===== src/rtl/pds_pkg.sv =====
package pds_pkg;
    typedef enum logic [1:0] {
        MODE_HI    = 2'd0,
        MODE_LO    = 2'd1,
        MODE_FLUSH = 2'd2
    } mode_e;
endpackage


===== src/rtl/pds_rename_map.sv =====
module pds_rename_map #(
    parameter int NAREG  = 16,
    parameter int AREG_W = 4,
    parameter int PREG_W = 6
) (
    input  logic              clk,
    input  logic              rst_n,
    input  logic [AREG_W-1:0] rd0_a,
    output logic [PREG_W-1:0] rd0_p,
    input  logic [AREG_W-1:0] rd1_a,
    output logic [PREG_W-1:0] rd1_p,
    input  logic              we,
    input  logic [AREG_W-1:0] wa,
    input  logic [PREG_W-1:0] wp
);
    logic [PREG_W-1:0] map_q [NAREG];

    // Each architectural register has its own mapping slot.
    for (genvar g = 0; g < NAREG; g++) begin : g_slot
        always_ff @(posedge clk) begin
            if (!rst_n) begin
                map_q[g] <= PREG_W'(g);
            end else if (we && (wa == AREG_W'(g))) begin
                map_q[g] <= wp;
            end
        end
    end

    assign rd0_p = map_q[rd0_a];
    assign rd1_p = map_q[rd1_a];
endmodule


===== src/rtl/pds_defer_fifo.sv =====
module pds_defer_fifo #(
    parameter int DEPTH = 100,
    parameter int W     = 18,
    parameter int CNT_W = 7
) (
    input  logic             clk,
    input  logic             rst_n,
    input  logic             push,
    input  logic [W-1:0]     wdata,
    input  logic             pop,
    output logic [W-1:0]     head,
    output logic             empty,
    output logic             full,
    output logic             last,
    output logic [CNT_W-1:0] occ
);
    localparam int PTR_W = (DEPTH > 1) ? $clog2(DEPTH) : 1;

    logic [W-1:0]     mem [DEPTH];
    logic [PTR_W-1:0] wr_ptr, rd_ptr;
    logic [CNT_W-1:0] cnt;

    function automatic logic [PTR_W-1:0] bump(input logic [PTR_W-1:0] p);
        return (p == PTR_W'(DEPTH - 1)) ? '0 : p + 1'b1;
    endfunction

    always_ff @(posedge clk) begin
        if (push) mem[wr_ptr] <= wdata;
    end

    always_ff @(posedge clk) begin
        if (!rst_n) begin
            wr_ptr <= '0;
            rd_ptr <= '0;
            cnt    <= '0;
        end else begin
            if (push) wr_ptr <= bump(wr_ptr);
            if (pop)  rd_ptr <= bump(rd_ptr);
            unique case ({push, pop})
                2'b10:   cnt <= cnt + 1'b1;
                2'b01:   cnt <= cnt - 1'b1;
                default: cnt <= cnt;
            endcase
        end
    end

    assign head  = mem[rd_ptr];
    assign empty = (cnt == '0);
    assign full  = (cnt == CNT_W'(DEPTH));
    assign last  = (cnt == CNT_W'(1));
    assign occ   = cnt;
endmodule


===== src/rtl/pds_mode_fsm.sv =====
module pds_mode_fsm
    import pds_pkg::*;
(
    input  logic  clk,
    input  logic  rst_n,
    input  logic  miss_pend,
    input  logic  flush_acc,
    input  logic  empty,
    input  logic  last,
    output mode_e state,
    output logic  drain_en,
    output logic  hi_mode
);
    mode_e nxt;
    logic  miss_q;
    logic  miss_rise;

    assign miss_rise = miss_pend && !miss_q;

    always_ff @(posedge clk) begin
        if (!rst_n) begin
            state  <= MODE_HI;
            miss_q <= 1'b0;
        end else begin
            state  <= nxt;
            miss_q <= miss_pend;
        end
    end

    always_comb begin
        nxt = state;
        unique case (state)
            MODE_HI: begin
                if (flush_acc && !empty)      nxt = MODE_FLUSH; // HI_TO_FLUSH
                else if (miss_rise && !empty) nxt = MODE_LO;    // HI_TO_LO
            end
            MODE_LO: begin
                if (!miss_pend) nxt = MODE_HI;                  // LO_MISS_DONE
                else if (last)  nxt = MODE_HI;                  // LO_EMPTY
            end
            MODE_FLUSH: begin
                if (last) nxt = MODE_HI;                        // FLUSH_DONE
            end
            default: nxt = MODE_HI;
        endcase
    end

    always_comb begin
        hi_mode  = 1'b0;
        drain_en = 1'b0;
        unique case (state)
            MODE_HI:    hi_mode  = 1'b1;
            MODE_LO:    drain_en = miss_pend;
            MODE_FLUSH: drain_en = 1'b1;
            default:    hi_mode  = 1'b0;
        endcase
    end
endmodule


===== src/rtl/prio_defer_sched.sv =====
module prio_defer_sched #(
    parameter int NAREG = 16,
    parameter int NPREG = 64,
    parameter int DEPTH = 100,
    localparam int AREG_W = $clog2(NAREG),
    localparam int PREG_W = $clog2(NPREG),
    localparam int CNT_W  = $clog2(DEPTH + 1),
    localparam int ENT_W  = 3 * PREG_W
) (
    input  logic              clk,
    input  logic              rst_n,
    input  logic              in_valid,
    output logic              in_ready,
    input  logic              in_hi,
    input  logic              in_flush,
    input  logic [AREG_W-1:0] in_dst,
    input  logic [AREG_W-1:0] in_src,
    input  logic              miss_pend,
    input  logic              fl_valid,
    input  logic [PREG_W-1:0] fl_preg,
    output logic              fl_take,
    output logic              iss_valid,
    output logic              iss_lo,
    output logic [PREG_W-1:0] iss_dst_p,
    output logic [PREG_W-1:0] iss_src_p,
    output logic              rel_valid,
    output logic [PREG_W-1:0] rel_preg,
    output logic [1:0]        mode_o
);
    import pds_pkg::*;

    mode_e             state;
    logic              drain_en, hi_mode;
    logic              empty, full, last;
    logic [CNT_W-1:0]  occ;
    logic [ENT_W-1:0]  head, wdata;
    logic [PREG_W-1:0] src_map, dst_map;
    logic              acc, flush_acc, lo_acc, hi_acc, pop;

    // Acceptance: only in MODE_HI; low-priority work needs space and a free register.
    always_comb begin
        in_ready = 1'b0;
        if (hi_mode) begin
            if (in_flush || in_hi) in_ready = 1'b1;
            else                   in_ready = !full && fl_valid;
        end
    end

    assign acc       = in_valid && in_ready;
    assign flush_acc = acc && in_flush;
    assign hi_acc    = acc && !in_flush && in_hi;
    assign lo_acc    = acc && !in_flush && !in_hi;
    assign pop       = drain_en && !empty;
    assign fl_take   = lo_acc;

    pds_rename_map #(.NAREG(NAREG), .AREG_W(AREG_W), .PREG_W(PREG_W)) u_map (
        .clk   (clk),
        .rst_n (rst_n),
        .rd0_a (in_src),
        .rd0_p (src_map),
        .rd1_a (in_dst),
        .rd1_p (dst_map),
        .we    (lo_acc),
        .wa    (in_dst),
        .wp    (fl_preg)
    );

    // Entry layout: {new dst, captured src, previous dst mapping}.
    assign wdata = {fl_preg, src_map, dst_map};

    pds_defer_fifo #(.DEPTH(DEPTH), .W(ENT_W), .CNT_W(CNT_W)) u_fifo (
        .clk   (clk),
        .rst_n (rst_n),
        .push  (lo_acc),
        .wdata (wdata),
        .pop   (pop),
        .head  (head),
        .empty (empty),
        .full  (full),
        .last  (last),
        .occ   (occ)
    );

    pds_mode_fsm u_fsm (
        .clk       (clk),
        .rst_n     (rst_n),
        .miss_pend (miss_pend),
        .flush_acc (flush_acc),
        .empty     (empty),
        .last      (last),
        .state     (state),
        .drain_en  (drain_en),
        .hi_mode   (hi_mode)
    );

    always_comb begin
        iss_valid = 1'b0;
        iss_lo    = 1'b0;
        iss_dst_p = dst_map;
        iss_src_p = src_map;
        rel_valid = 1'b0;
        rel_preg  = head[PREG_W-1:0];
        if (pop) begin
            iss_valid = 1'b1;
            iss_lo    = 1'b1;
            iss_dst_p = head[3*PREG_W-1:2*PREG_W];
            iss_src_p = head[2*PREG_W-1:PREG_W];
            rel_valid = 1'b1;
        end else if (hi_acc) begin
            iss_valid = 1'b1;
        end
    end

    assign mode_o = state;
endmodule


===== config.mk =====
export PLATFORM = sky130hd
export DESIGN_NAME = prio_defer_sched
export DESIGN_NICKNAME = d
export VERILOG_FILES = /design/src/rtl/pds_pkg.sv /design/src/rtl/pds_rename_map.sv /design/src/rtl/pds_defer_fifo.sv /design/src/rtl/pds_mode_fsm.sv /design/src/rtl/prio_defer_sched.sv
export SDC_FILE = /design/constraint.sdc
export NUM_CORES = 2
export LEC_CHECK = 0
export BUFFER_PORTS_ARGS = -buffer_cell sky130_fd_sc_hd__buf_2
export CAP_MARGIN = 0
export CORE_MARGIN = 2
export CORE_UTILIZATION = 54
export CTS_BUF_LIST = sky130_fd_sc_hd__clkbuf_8
export DETAILED_ROUTE_END_ITERATION = 8
export PLACE_DENSITY = 0.68
export SLEW_MARGIN = 30
export SYNTH_ARGS = -nofsm -noshare
export SYNTH_HDL_FRONTEND = slang
export SYNTH_HIERARCHICAL = 1
export SYNTH_SLANG_ARGS = --single-unit

===== constraint.sdc =====
create_clock -name clk -period 4.4 [get_ports clk]
set_input_delay 0.22 -clock clk [delete_from_list [all_inputs] [get_ports clk]]
set_output_delay 0.22 -clock clk [all_outputs]
set_load 0.01 [all_outputs]

---- Word-level counts from Yosys, hierarchy flattened ----
Memories as Yosys holds them, arrays and structs flattened. A register that Yosys moved wholly into a read port is not among the register bits.
Cells that the tools add are included.
cells by class
  reduce and logical (&&, ||, !) cells .... 36
  equal/unequal tests ..................... 24
  muxes and demuxes ....................... 86
  add/subtract/negate cells ............... 4
  bitwise logic cells ..................... 16
operators with widths
  cell                                                    number
  2-to-1 mux 6 bit                                        18
  2-to-1 mux 1 bit                                        57
  equality test 4 bit (second input constant)             8
  2-to-1 mux 7 bit                                        4
  logical AND 1 bit                                       26
  adder 7 x 1 -> 7 bit (second input constant)            3
  equality test 7 bit (second input constant)             3
  equality test 4 x 3 -> 1 bit (second input constant)    4
  OR 1 bit                                                16
  case mux 7 bit (2 select lines)                         1
  equality test 4 x 2 -> 1 bit (second input constant)    2
  2-to-1 mux 2 bit                                        4
  equality test 7 x 1 -> 1 bit (second input constant)    1
  zero test 7 bit                                         1
  subtractor 7 x 1 -> 7 bit (second input constant)       1
  case mux 2 bit (3 select lines)                         1
  zero test 1 bit                                         5
  equality test 2 x 1 -> 1 bit (second input constant)    2
  equality test 2 bit (second input constant)             2
  equality test 4 x 1 -> 1 bit (second input constant)    1
  zero test 4 bit                                         1
  inequality test 3 x 1 -> 1 bit (second input constant)  1
  zero test 2 bit                                         1
  case mux 1 bit (2 select lines)                         1
  2 further kinds                                         2
word-level totals
  bits in writable memories ............... 1896
  input bits .............................. 21
  logic and storage cells ................. 173
  register bits after elaboration ......... 24
  memories ................................ 2
  output and inout port bits .............. 25
memory list
  name         words  bits a word  rd ports  clocked after Yosys merged registers in  wr ports  RTL line              RTL
  u_fifo.mem   100    18           1         1                                        1         pds_defer_fifo.sv:19  logic [W-1:0] mem [DEPTH];
  u_map.map_q  16     6            2         0                                        16        pds_rename_map.sv:16  logic [PREG_W-1:0] map_q [NAREG];

---- Longest topological paths before layout ----
  depth in word-level cells ............... 13
  mapped depth ............................ 16

---- Cells and area by module ----
The synthesis kept the hierarchy.
by module, submodules not included
  module            times used  area each (sq um)  cells an instance
  pds_defer_fifo    1           70338.7            3093
  pds_rename_map    1           5335.1             359
  prio_defer_sched  1           264.0              24
  pds_mode_fsm      1           205.2              22

---- Worst setup path after synthesis ----
No wires, ideal clock.
  path type ............................... register to register
  from .................................... reg u_fifo.cnt[0] (netlist: u_fifo/occ[0])
  to ...................................... mem u_fifo.mem[95][0], enable pin
  cell stages (with the launch flop) ...... 12
  required time ........................... 3.980 ns
  path slack .............................. 0.077 ns
  clock period less this slack ............ 4.323 ns
  setup time .............................. 0.420 ns
  arrival time ............................ 3.903 ns
  cell sequence ........................... dfxtp_1 > inv_1 > ha_1 > nand4_1 > nor3_1 > nand2b_1 > nor4_1 > clkbuf_1 > nand4_1 > inv_1 > nand3_1 > nor3b_1
between the ends
  cells in the longest elaborated chain, start to end .. 10
ends and longest elaborated chain
  item                                    RTL line                RTL
  start: declaration                      pds_defer_fifo.sv:21    logic [CNT_W-1:0] cnt;
  start signal: assignment                pds_defer_fifo.sv:40    2'b10: cnt <= cnt + 1'b1;
  start signal: assignment                pds_defer_fifo.sv:41    2'b01: cnt <= cnt - 1'b1;
  start signal: assignment                pds_defer_fifo.sv:42    default: cnt <= cnt;
  equality test 7 bit                     pds_defer_fifo.sv:49    assign full = (cnt == CNT_W'(DEPTH));
  via full                                prio_defer_sched.sv:34  logic empty, full, last;
  zero test 1 bit                         prio_defer_sched.sv:45  else in_ready = !full && fl_valid;
  logical AND 1 bit                       prio_defer_sched.sv:45
  2-to-1 mux 1 bit                        prio_defer_sched.sv:44  if (in_flush || in_hi) in_ready = 1'b1;
  2-to-1 mux 1 bit                        prio_defer_sched.sv:43  if (hi_mode) begin
  logical AND 1 bit                       prio_defer_sched.sv:49  assign acc = in_valid && in_ready;
  logical AND 1 bit (2 in a row)          prio_defer_sched.sv:52  assign lo_acc = acc && !in_flush && !in_hi;
  via fl_take                             prio_defer_sched.sv:21  output logic fl_take,
  2-to-1 mux 1 bit                        pds_defer_fifo.sv:28    if (push) mem[wr_ptr] <= wdata;
  2-to-1 mux 1 bit (implied by the code)  pds_defer_fifo.sv:28
  end: declaration                        pds_defer_fifo.sv:19
The timed path passes the listed nets, and every way through them passes these cells.

==> run_results.csv <==
group,metric,value,unit
setup_path,critPathRequiredTime,4.18,ns
floorplanning,die-width,380,µm
pwr,power_density,410,nW/µm²
setup_path,endpoint_kind,"primary output",
sta,holdWs,0.214,ns
sta,drv_slew,0,
final_layout,drive_gt1_share,33.3,%
cts,clk_pin_slew,0.06,ns
sta,slew-limit-headroom,34.3,%
final_layout,fin_util,61.9,%
final_layout,regArea,57600,µm²
place,portBuffers,45,
sta,fmax,229,MHz
synthesis,synth_edf_count,1896,
synthesis,yosysWarnings,6,
pwr,p_leak,26.8,nW
final_layout,final_cell_mix,"1896 x edfxtp_1, 512 x mux4_2, 328 x clkbuf_8, 238 x buf_4, 92 x nor2_2",
synthesis,synth_nets,3530,
global_route,grt_use_total,26.5,%
synthesis,syn_area_per_cell,21.8,µm²
synthesis,synth-seq-cells,1927,
outcome,status,"complete, no violations",
final_layout,multi_input_area,17800,µm²
sta,rsz0062_at_grt,"no",
place,hpwl,113,mm
sta,fin_crit,4.37,ns
floorplanning,core_area,140000,µm²
synthesis,async_reset_ff_share,0,%
setup_path,cp.arrival,4.15,ns
cts,root_buffer,"clkbuf_8",
sta,hold_violations,0,
floorplanning,dieArea,144000,µm²
pwr,ir_drop,0.000266,V
setup_path,rr_startpoint,"u_fifo/occ[0]$_SDFFE_PN0P_",
floorplanning,ioPinCount,46,
global_route,grt_pass1_wl,273,mm
synthesis,ys.flop_type,"edfxtp_1",
synthesis,ys_types,70,
detailed_routing,drc,0,
worst_hold_path,hold_start,"in_dst[0]",
cts,clkSinkCount,1927,
detailed_routing,viasPerCell,6.41,
detailed_routing,dr_total_vias,38800,
detailed_routing,final_antenna_net_count,0,
cts,htreeDepth,5,
final_layout,fillers,9615,
cts,cts_buffers,319,
floorplanning,die_h,380,µm
cts,cts_tree,"yes",
floorplanning,initial_core_util,54.5,%
global_route,antenna_found_initial,11,
setup_path,startpoint_type,"flop",
final_layout,fin_nets,3978,
sta,period_share,99.2,%
synthesis,seq_area_frac_synth,75.6,%
place,gp_congestion,0.864,
final_layout,final_common_cell,"edfxtp_1",
global_route,globalRouteOverflowTotal,0,
detailed_routing,first_pass_iters,5,
setup_path,cp_max_fo,32,
synthesis,syn_area,76100,µm²
cts,cts_buffer_depth,4,
global_route,grt_pass1_vias,38700,
sta,worst_slew_pin_slew,0.976,ns
detailed_routing,drt-initial-drc-count,4857,
floorplanning,rows,137,
setup_path,criticalPathCategory,"reg -> out",
run,maxCapViolations,0,
worst_hold_path,hold_path.class,"in -> reg",
cts,clk_latency,1.02,ns
sta,setup_viol,0,
global_route,grt_max_degree,79,
sta,clock-skew-final,0.0590,ns
synthesis,synthCells,3498,
final_layout,area_growth,13.5,%
detailed_routing,wl_per_cell,31.6,µm
detailed_routing,routed_wl,191,mm
==> worst max-delay path, stage by stage, from the launching register on <==
cell and delay (ns):
dfxtp_4 0.47, buf_12 0.30, nand2b_1 0.57, o22ai_1 0.22, nor3_1 0.73, a21oi_2 0.26, o22ai_1 0.24, mux2_4 0.19
buf_2 0.14
==> where the power goes <==
group	switching (W)	internal [W]
logic	0.000754	0.000173
registers	0.0000145	0.0204
clock network	0.00684	0.00728
==> cells in the mapped netlist (all sizes together), types with 4 or more instances <==
cell / number / share of area [%]
nand2b: 9 / 0.074
xor2: 8 / 0.092
a211oi: 31 / 0.31
o22ai: 36 / 0.30
nor4: 11 / 0.090
a221oi: 8 / 0.11
clkbuf: 89 / 0.44
dfxtp: 31 / 0.82
nor2b: 44 / 0.37
nand3: 15 / 0.099
o21ai: 35 / 0.23
mux2: 24 / 0.39
buf: 120 / 1.2
a31oi: 8 / 0.066
a22oi: 60 / 0.59
a31o: 8 / 0.092
nor3: 28 / 0.18
edfxtp: 1896 / 75
inv: 10 / 0.049
mux2i: 41 / 0.54
nand4: 8 / 0.066
or3: 39 / 0.32
nand2: 71 / 0.35
and2: 79 / 0.65
ha: 11 / 0.18
xnor2: 7 / 0.081
a22o: 4 / 0.046
mux4: 536 / 16
nor2: 142 / 0.70
a21oi: 40 / 0.26
==> kinds of logic (layout without fill, tap and decap cells) <==
logic type / count (synthesis) / in the layout / synth area share, %
and+or+nand+nor: 466 / 466 / 3.12
buffers and inverters: 219 / 885 / 1.72
adders and majority gates: 11 / 11 / 0.181
AOI/OAI and AO/OA: 259 / 259 / 2.32
muxes: 601 / 601 / 16.9
xor gates and xnor gates: 15 / 15 / 0.173
other: 0 / 4 / 0
DFF: 1927 / 1927 / 75.6
==> cell type report <==
| class | instances | share of cell area, % |
|---|---|---|
| well taps | 1876 | 2.71 |
| multi-input cells | 1352 | 20.6 |
| clock buffers | 328 | 5.22 |
| repair buffers | 336 | 3.58 |
| clock inverters | 211 | 1.21 |
| diodes | 4 | 0.0116 |
| flip-flops and latches | 1927 | 66.6 |
| inverters | 10 | 0.0434 |
==> through the flow <==
step | power, W | std cells | cell area (µm²) | setup TNS (ns) | worst slack, ns
global placement | 0.0217 | 5453 | 80000 | 0 | 0.473
CTS | 0.0357 | 6022 | 86200 | -0.0237 | -0.0237
floorplan | 0.0212 | 3498 | 76100 | 0 | 0.0770
detailed placement | 0.0217 | 5453 | 80000 | 0 | 0.644
global route | 0.0366 | 6043 | 86500 | 0 | 0.000302
finish | 0.0355 | 6044 | 86500 | 0 | 0.0345
==> flip-flops by register name, summed over array words and instances, names as in the netlist, named ones only <==
register,count
u_fifo/mem,1800
u_fifo/rd_ptr,7
u_map/map_q,96
u_fsm/miss_q,1
u_fifo/occ,7
u_fsm/state,2
u_fifo/wr_ptr,7
==> repair_timing <==
| item | CTS | global route |
|---|---|---|
| hold buffers | 17 | 0 |
| hold endpoints to repair | 411 | 0 |
| gates cloned | 4 | 1 |
| pin swaps | 2 | 0 |
| resized for setup | 36 | 13 |
| buffers inserted | 10 | 16 |
| setup endpoints to repair | 18 | 24 |
==> final timing paths <==
kind / endpoint / slack, ns / cells past startpoint
worst max-delay path: iss_dst_p[3] / 0.03 / 8
worst min-delay path: u_map/map_q[13][5]$_SDFFCE_PN0P_ / 0.21 / 4
worst max register to register: u_map/map_q[6][1]$_SDFFCE_PN1P_ / 0.34 / 10
worst min register to register: u_fifo/rd_ptr[5]$_SDFFE_PN0P_ / 0.54 / 2
==> per-layer routing <==
| layer | wire length (µm) | up-vias | share of wire (%) | GRT usage [%] |
|---|---|---|---|---|
| met3 | 20700 | 333 | 11 | 6.94 |
| met2 | 89200 | 2225 | 47 | 40.1 |
| met5 | 27 | - | 0.014 | 0 |
| met1 | 75300 | 20500 | 39 | 38.2 |
| li1 | - | 15700 | - | - |
| met4 | 5590 | 4 | 2.9 | 8.49 |
Power figures use the tool's default switching activity.
